**config.mk**
```make
export PLATFORM = sky130hd
export DESIGN_NAME = eeprom_page_unit
export DESIGN_NICKNAME = d
export VERILOG_FILES = /design/src/rtl/epw_pkg.sv /design/src/rtl/epw_page_buf.sv /design/src/rtl/epw_array.sv /design/src/rtl/epw_ctrl.sv /design/src/rtl/eeprom_page_unit.sv
export SDC_FILE = /design/constraint.sdc
export NUM_CORES = 2
export LEC_CHECK = 0
export ABC_AREA = 1
export BUFFER_PORTS_ARGS = -buffer_cell sky130_fd_sc_hd__buf_4
export CELL_PAD_IN_SITES_DETAIL_PLACEMENT = 2
export CELL_PAD_IN_SITES_GLOBAL_PLACEMENT = 2
export CORE_UTILIZATION = 40
export CTS_BUF_LIST = sky130_fd_sc_hd__clkbuf_8
export DETAILED_ROUTE_END_ITERATION = 7
export PLACE_DENSITY_LB_ADDON = 0.1
export SYNTH_ARGS = -nofsm -noshare
export SYNTH_HDL_FRONTEND = slang
export SYNTH_SLANG_ARGS = --single-unit
export TNS_END_PERCENT = 50
```
**constraint.sdc**
```tcl
create_clock -name clk -period 7.3 [get_ports clk]
set_input_delay 1.46 -clock clk [delete_from_list [all_inputs] [get_ports clk]]
set_output_delay 1.46 -clock clk [all_outputs]
set_load 0.03 [all_outputs]
```
**src/rtl/epw_pkg.sv**
```systemverilog
package epw_pkg;
  typedef enum logic [1:0] {
    ST_IDLE    = 2'd0,
    ST_COLLECT = 2'd1,
    ST_COMMIT  = 2'd2
  } epw_state_t;
endpackage

```
**src/rtl/epw_page_buf.sv**
```systemverilog
module epw_page_buf #(
  parameter int PAGE_W = 4,
  parameter int DATA_W = 8
) (
  input  logic              clk,
  input  logic              rst,
  input  logic              clr,
  input  logic              we,
  input  logic [PAGE_W-1:0] widx,
  input  logic [DATA_W-1:0] wdata,
  input  logic [PAGE_W-1:0] ridx,
  output logic [DATA_W-1:0] rdata,
  output logic              rmask,
  output logic              any_set
);
  localparam int PAGE = 1 << PAGE_W;

  logic [DATA_W-1:0] slot [PAGE];
  logic [PAGE-1:0]   mask;

  always_ff @(posedge clk) begin
    if (we) slot[widx] <= wdata;
  end

  always_ff @(posedge clk) begin
    if (rst || clr) mask <= '0;
    else if (we)    mask[widx] <= 1'b1;
  end

  assign rdata   = slot[ridx];
  assign rmask   = mask[ridx];
  assign any_set = |mask;
endmodule

```
**src/rtl/epw_array.sv**
```systemverilog
module epw_array #(
  parameter int ADDR_W = 8,
  parameter int DATA_W = 8
) (
  input  logic              clk,
  input  logic              we,
  input  logic [ADDR_W-1:0] waddr,
  input  logic [DATA_W-1:0] wdata,
  input  logic              re,
  input  logic [ADDR_W-1:0] raddr,
  output logic [DATA_W-1:0] rdata
);
  localparam int DEPTH = 1 << ADDR_W;

  logic [DATA_W-1:0] mem [DEPTH];

  always_ff @(posedge clk) begin
    if (we) mem[waddr] <= wdata;
  end

  always_ff @(posedge clk) begin
    if (re) rdata <= mem[raddr];
  end
endmodule

```
**src/rtl/epw_ctrl.sv**
```systemverilog
module epw_ctrl
  import epw_pkg::*;
#(
  parameter int ADDR_W    = 8,
  parameter int PAGE_W    = 4,
  parameter int WR_CYCLES = 20
) (
  input  logic              clk,
  input  logic              rst,
  input  logic              sess_start,
  input  logic [ADDR_W-1:0] sess_addr,
  input  logic              byte_vld,
  input  logic              sess_stop,
  input  logic              rd_req,
  input  logic              buf_any,
  input  logic              buf_mask,
  output logic              buf_clr,
  output logic              buf_we,
  output logic [PAGE_W-1:0] buf_widx,
  output logic [PAGE_W-1:0] buf_ridx,
  output logic              arr_we,
  output logic [ADDR_W-1:0] arr_waddr,
  output logic              arr_re,
  output logic              rd_vld,
  output logic              busy,
  output logic              collecting,
  output logic [ADDR_W-1:0] cur_addr
);
  localparam int HI_W  = ADDR_W - PAGE_W;
  localparam int PAGE  = 1 << PAGE_W;
  localparam int CNT_W = $clog2(WR_CYCLES + 1);

  epw_state_t        state;
  logic [HI_W-1:0]   base;
  logic [PAGE_W-1:0] ptr;
  logic [CNT_W-1:0]  cnt;

  wire idle_ok = (state == ST_IDLE);

  always_comb begin
    buf_clr   = idle_ok && sess_start;
    buf_we    = (state == ST_COLLECT) && byte_vld && !sess_stop;
    buf_widx  = ptr;
    buf_ridx  = cnt[PAGE_W-1:0];
    arr_we    = (state == ST_COMMIT) && (cnt < CNT_W'(PAGE)) && buf_mask;
    arr_waddr = {base, cnt[PAGE_W-1:0]};
    arr_re    = idle_ok && !sess_start && rd_req;
  end

  always_ff @(posedge clk) begin
    if (rst) begin
      state    <= ST_IDLE;
      base     <= '0;
      ptr      <= '0;
      cnt      <= '0;
      cur_addr <= '0;
      rd_vld   <= 1'b0;
    end else begin
      rd_vld <= 1'b0;
      unique case (state)
        ST_IDLE: begin
          if (sess_start) begin
            base     <= sess_addr[ADDR_W-1:PAGE_W];
            ptr      <= sess_addr[PAGE_W-1:0];
            cur_addr <= sess_addr;
            state    <= ST_COLLECT;
          end else if (rd_req) begin
            cur_addr <= cur_addr + 1'b1;
            rd_vld   <= 1'b1;
          end
        end
        ST_COLLECT: begin
          if (sess_stop) begin
            cnt   <= '0;
            state <= buf_any ? ST_COMMIT : ST_IDLE;
          end else if (byte_vld) begin
            ptr      <= ptr + 1'b1;
            cur_addr <= {base, ptr + 1'b1};
          end
        end
        ST_COMMIT: begin
          cnt <= cnt + 1'b1;
          if (cnt == CNT_W'(WR_CYCLES - 1)) state <= ST_IDLE;
        end
        default: state <= ST_IDLE;
      endcase
    end
  end

  assign busy       = (state == ST_COMMIT);
  assign collecting = (state == ST_COLLECT);
endmodule

```
**src/rtl/eeprom_page_unit.sv**
```systemverilog
module eeprom_page_unit #(
  parameter int ADDR_W    = 8,
  parameter int PAGE_W    = 4,
  parameter int DATA_W    = 8,
  parameter int WR_CYCLES = 20
) (
  input  logic              clk,
  input  logic              rst,
  input  logic              sess_start,
  input  logic [ADDR_W-1:0] sess_addr,
  input  logic              byte_vld,
  input  logic [DATA_W-1:0] byte_in,
  input  logic              sess_stop,
  input  logic              rd_req,
  output logic [DATA_W-1:0] rd_data,
  output logic              rd_vld,
  output logic              busy,
  output logic [ADDR_W-1:0] cur_addr
);
  logic              buf_clr, buf_we, buf_mask, buf_any;
  logic [PAGE_W-1:0] buf_widx, buf_ridx;
  logic [DATA_W-1:0] buf_rdata;
  logic              arr_we, arr_re;
  logic [ADDR_W-1:0] arr_waddr;
  logic              collecting;

  epw_ctrl #(.ADDR_W(ADDR_W), .PAGE_W(PAGE_W), .WR_CYCLES(WR_CYCLES)) u_ctrl (
    .clk(clk), .rst(rst), .sess_start(sess_start), .sess_addr(sess_addr),
    .byte_vld(byte_vld), .sess_stop(sess_stop), .rd_req(rd_req),
    .buf_any(buf_any), .buf_mask(buf_mask), .buf_clr(buf_clr),
    .buf_we(buf_we), .buf_widx(buf_widx), .buf_ridx(buf_ridx),
    .arr_we(arr_we), .arr_waddr(arr_waddr), .arr_re(arr_re),
    .rd_vld(rd_vld), .busy(busy), .collecting(collecting),
    .cur_addr(cur_addr)
  );

  epw_page_buf #(.PAGE_W(PAGE_W), .DATA_W(DATA_W)) u_buf (
    .clk(clk), .rst(rst), .clr(buf_clr), .we(buf_we), .widx(buf_widx),
    .wdata(byte_in), .ridx(buf_ridx), .rdata(buf_rdata),
    .rmask(buf_mask), .any_set(buf_any)
  );

  epw_array #(.ADDR_W(ADDR_W), .DATA_W(DATA_W)) u_arr (
    .clk(clk), .we(arr_we), .waddr(arr_waddr), .wdata(buf_rdata),
    .re(arr_re), .raddr(cur_addr), .rdata(rd_data)
  );
endmodule

```
=== After elaboration in Yosys (flattened, before gate mapping) ===
Memory sizes are Yosys's and may differ from the RTL's. A register that Yosys moved wholly into a read port is not among the register bits.
Cells that the tools add are included.

* $add $sub $neg: 3
* $lt $le $gt $ge: 4
* Eq/ne operators: 9
* Reduce and logical (&&, ||, !) cells: 21
* Bitwise operators: 2
* Muxes and demuxes: 27

{| class="wikitable"
|+ Operator list
! kind !! count
|-
| $mux 8 || 4
|-
| $mux 4 || 5
|-
| $or 16x16->16 || 1
|-
| $pmux 8 s2 || 1
|-
| $reduce_or 16->1 || 1
|-
| $lt 4x5->1 const B || 2
|-
| $pmux 5 s2 || 1
|-
| $add 8x1->8 const B || 1
|-
| $logic_and 1x1->1 || 8
|-
| $mux 2 || 4
|-
| $ne 2x2->1 const B || 4
|-
| $pmux 4 s2 || 1
|-
| $reduce_and 4->1 || 2
|-
| $mux 1 || 7
|-
| $pmux 2 s3 || 1
|-
| $add 5x1->5 const B || 1
|-
| $eq 5x5->1 const B || 1
|-
| $lt 5x5->1 const B || 1
|-
| $mux 5 || 1
|-
| $add 4x1->4 const B || 1
|-
| $bmux 1 s4 || 1
|-
| $demux 1 s4 || 1
|-
| $ge 4x1->1 const B || 1
|-
| $reduce_and 2->1 || 2
|-
| 11 further kinds || 13
|}

* Output and inout bits: 18
* Bits of input ports: 22
* Memory bits (writable): 2176
* Memories: 2
* Flip-flop bits (word level): 40
* Word-level logic and storage cells: 75

{| class="wikitable"
|+ Memories
! memory !! depth !! width !! rd ports !! clocked after memory_dff !! write ports !! RTL line !! RTL
|-
| u_arr.mem || 256 || 8 || 1 || 1 || 1 || epw_array.sv:15 || <nowiki>logic [DATA_W-1:0] mem [DEPTH];</nowiki>
|-
| u_buf.slot || 16 || 8 || 1 || 1 || 1 || epw_page_buf.sv:18 || <nowiki>logic [DATA_W-1:0] slot [PAGE];</nowiki>
|}

=== Longest topological paths before layout ===
* Depth in word-level cells: 5
* Gate-level depth with buffers: 18
* Mapped depth without buffers: 15

=== Cells and area by module ===
A second synthesis with hierarchy kept.

* Cells, all modules: 7875
* Area, all modules: 91267.5 um^2

{| class="wikitable"
|+ By module, submodules not included
! module !! area each (um^2) !! cells each !! instances
|-
| epw_array || 83476.3 || 7003 || 1
|-
| epw_page_buf || 6383.6 || 655 || 1
|-
| epw_ctrl || 1407.6 || 217 || 1
|}

=== Worst setup path before layout ===
No wires, ideal clock.

* Path type: flip-flop to flip-flop
* From: register (tool-made name)
* To: memory u_arr.mem[0][1] (data pin)
* Data required time: 6.478 ns
* Clock period less this slack: 5.241 ns
* Path buffers: 3
* Arrival: 4.419 ns
* Library setup time: 0.822 ns
* Cell stages (with the launch flop): 8
* Path slack: 2.059 ns
* Cell sequence: dfxtp_1 clkbuf_1 buf_2 buf_1 mux2i_1 o211ai_1 nand3_1 nand2_1

{| class="wikitable"
|+ RTL lines
! item !! RTL line
|-
| to (decl) || epw_array.sv:15
|}

=== Worst setup path in the final report ===
* From: register u_ctrl.cnt[0]
* To: memory u_arr.mem[35][0] (enable)

* Word-level cells in the longest chain between the ends: 5
* Elaborated cells on any way between the ends: 7
* Classes of those cells: order compare: 1; mux: 4; reduce/logical: 2

{| class="wikitable"
|+ Ends and longest elaborated chain
! item !! RTL line !! RTL
|-
| from (decl) || epw_ctrl.sv:36 || <nowiki>logic [CNT_W-1:0] cnt;</nowiki>
|-
| from (signal assigned) || epw_ctrl.sv:82 || <nowiki>cnt <= cnt + 1'b1;</nowiki>
|-
| $bmux 1 s4 / $lt 5x5->1 (equally long branches) || epw_page_buf.sv:31, epw_ctrl.sv:45 ||
|-
| $mux 1 (implied by the code) / $logic_and 1x1->1 (equally long branches) || epw_page_buf.sv:31, epw_ctrl.sv:45 ||
|-
| $logic_and 1x1->1 || epw_ctrl.sv:45 || <nowiki>arr_we = (state == ST_COMMIT) && (cnt < CNT_W'(PAGE)) && buf_mask;</nowiki>
|-
| $mux 1 || epw_array.sv:18 || <nowiki>if (we) mem[waddr] <= wdata;</nowiki>
|-
| $mux 1 (implied by the code) || epw_array.sv:18 ||
|}

Parallel ways exist; a longest one is shown, timed or not. The select of a mux whose other input is x is not followed.

==> impl_results.md <==
* Post-Synth Adder-Cell Area at 0.121%
* F_max at 233 MHz
* Switching Share at 27.9%
* Startpoint class of the critical path: flip-flop
* Reg area at 66500 µm²
* Post-synth EDFFs at 2184
* Sink Count at 2228
* Cell Area, Synth at 92800 µm²
* FF+latch count, synth at 2228
* Max_cap viols at 0
* Hold_buf cts at 0
* Pre-Repair DR Iteration Count at 5
* Final WL at 320000 µm
* Share of cells above drive strength 1 at 7.43%
* Clock Skew at 0.0754 ns
* Largest net degree at the start of global routing at 158
* Clk_lat worst skew at 1.08 ns
* Gpl congestion at 0.816
* All-Layer GR Usage at 27.1%
* Clock buffer depth at 4
* First-pass GRT wire length at 471000 µm
* Synth Area in XOR/XNOR at 0.0472%
* Final Max Slew Viols at 0
* Clk pwr share at 38.2%
* FFs w/ async S/R, synth at 0%
* Net Count, Synth at 8400
* Proportion of synthesized area in mux cells at 0.345%
* Vias in the first global route at 69736
* NetSw at 0.00775 W
* Slew margin rel. at 7.89%
* Hpwl dp at 183000 µm
* CP Data Required Time at 7.97 ns
* YS warnings at 0
* Initial antenna violation count at 12
* Fin. Hold Viols at 0
* Cell Int Power at 0.0200 W
* Worst-margin pin slew at 1.38 ns
* Status: finished clean
* Root Driver: clkbuf_8
* Hold Crit Class: flip-flop to flip-flop
* Syn Area/Cell at 11.1 µm²
* Number of gates resized after cts at 0
* Fraction of the cycle the final worst path needs at 58.9%
* Area post-placement at 95800 µm²
* Multi-input gate area at 22100 µm²
* Nets at 8447
* Flop pwr share at 50.3%
* WS Path Type: flip-flop to flip-flop
* Core area at 230000 µm²
* I/O pin count at 40
* Register area share after synthesis at 71.6%
* Crit-path max FO at 16
* Drc violations at 0
* Fill count at 23502
* Starting Density at 40.3%
* Overflow after GRT at 0
* Predominant post-synthesis flop cell: edfxtp_1
* Setup TNS at 0 ns
* Pwr Density at 270 nW/µm²
* RSZ-0062 raised after global routing: no
* CP endpoint kind: flip-flop
* Crit path DAT at 4.96 ns
* Wire length per cell at 27.3 µm
* Rows at 176
* CTS Buf Count at 401
* Post-CTS Setup Inserts at 0
* I/O Buffers at 39
* Netlist cell types at 36
* IR Drop Worst-Case VDD at 204 µV
* H-tree depth at 5
* Tmin final at 4.30 ns
* Initial DRC Count at 4979
* Setup-failing EPs final at 0
* Combinational power share at 11.5%
* Combinational family with the most area after synthesis: simple AND/OR/NAND/NOR gates
* TritonCTS clock tree: built
* Static leakage at 37.5 nW
* Routed Antenna Nets at 0
* Die area at 234000 µm²
* Tot Pwr at 0.0277 W
* Vias at 64167
* Post-route design area at 103000 µm²
* Area fraction in compound gates after synthesis at 5.84%
* Die Wd at 484 µm
* Cells after synthesis at 8369
* Drt via density at 5.47
* Die height at 484 µm
* Hold WS at 0.515 ns
* Synth-to-layout area growth at 10.6%
* Simple-gate share of the synthesized area at 17.4%
* Clock-pin slew on the worst setup and hold paths at 0.06 ns
## routing by layer
layer | up-vias | global-route usage [%] | wire length (µm)
met5 | - | 0 | 0
met4 | 0 | 8.84 | 9800
met2 | 1533 | 46.2 | 158000
met1 | 33597 | 36.1 | 139000
met3 | 487 | 2.76 | 12200
li1 | 28550 | - | -
## final cells by class
class	instances	area share, %
clock inverter	270	1.16
multi-input combinational	5116	21.6
antenna	9	0.0219
clock buffer	412	5.52
sequential	2228	64.7
inverter	532	1.97
tap	3026	3.69
timing repair buffer	137	1.33
## path summary, 6_finish.rpt
kind / from / to / slack, ns / depth (start not counted)
setup / recovery: u_ctrl.cnt[0] / u_arr.mem[35][0] / 3.00 / 8
hold / removal: u_buf.mask[1] / u_buf.mask[1] / 0.51 / 2
setup reg to reg: u_ctrl.cnt[0] / u_arr.mem[35][0] / 3.00 / 8
hold reg to reg: u_buf.mask[1] / u_buf.mask[1] / 0.51 / 2
## cell families after synthesis
group / after synthesis
flip-flops: 2228
AND/OR/NAND/NOR: 4069
multiplexers: 32
AO/OA/AOI/OAI: 1001
adder cells (fa/ha/maj): 9
buffers and inverters: 1025
XOR/XNOR: 5
## per-stage QoR
stage	instances	util, %	setup slack (ns)
4_1_cts	11720	44.6	2.78
3_5_place_dp	11038	41.6	3.07
3_3_place_gp	11037	41.6	3.13
6_report	11730	44.6	3.00
2_1_floorplan	8369	-	2.06
5_1_grt	11727	44.6	2.80
## power by group through the flow
stage | combinational, W | clock [W] | sequential [W]
floorplan | 0.00190 | 0 | 0.0142
global placement | 0.00311 | 0 | 0.0142
detailed placement | 0.00320 | 0 | 0.0142
CTS | 0.00322 | 0.0108 | 0.0140
global route | 0.00347 | 0.0113 | 0.0140
finish | 0.00319 | 0.0106 | 0.0140
## synthesized netlist by cell type (all sizes together), types with 4 or more instances
master,n,area (µm²)
nor3,6,35.0
o22ai,5,31.3
o21ai,687,3440
mux2i,32,320
clkinv,4,15.0
inv,528,1980
nand3,602,3020
nor2,1414,5330
xor2,5,43.8
buf,323,1690
dfxtp,44,881
a21oi,152,761
clkbuf,170,638
o211ai,144,1080
a31oi,9,56.3
nor4,4,25.0
edfxtp,2184,65600
ha,9,113
nand2,2035,7690
or2,5,31.3
## flip-flops by register name, indices dropped and copies added, names as in the netlist, named ones only
name and cells:
u_arr.mem 2048, u_buf.slot 128, u_buf.mask 16, u_arr.rdata 8, u_ctrl.cur_addr 8, u_ctrl.cnt 5, u_ctrl.base 4, u_ctrl.buf_widx 4
u_ctrl.state 2, u_ctrl.rd_vld 1
## cells in the final DEF, fill, tap and decap left out, types with 3 or more instances in the layout
cell type     n
edfxtp_1   2184
nand2_1    2010
nor2_1     1401
o21ai_0     674
inv_1       644
nand3_1     601
clkbuf_8    412
a21oi_1     152
o211ai_1    144
clkinv_1    112
buf_4       109
dfxtp_1      39
mux2i_1      32
clkinv_2     30
buf_12       26
nand2_4      14
o21ai_1      13
nor2_2       12
nand2_2      11
diode_2       9
a31oi_1       9
ha_1          9
inv_6         5
or2_2         5
o22ai_1       5
nor3_1        5
xor2_1        5
nor4_1        4
dfxtp_4       4
bufinv_16     4
inv_8         3
## worst max-delay path, cell delays in order (launching register included)
cell	delay, ns
dfxtp_1	0.45
clkinv_1	0.25
o21ai_0	0.14
o22ai_1	0.17
nand2_1	0.13
a41oi_4	0.85
nand2_2	0.75
buf_4	0.50
nor2_1	0.61
Note: power is estimated with default switching activity, not from simulation.
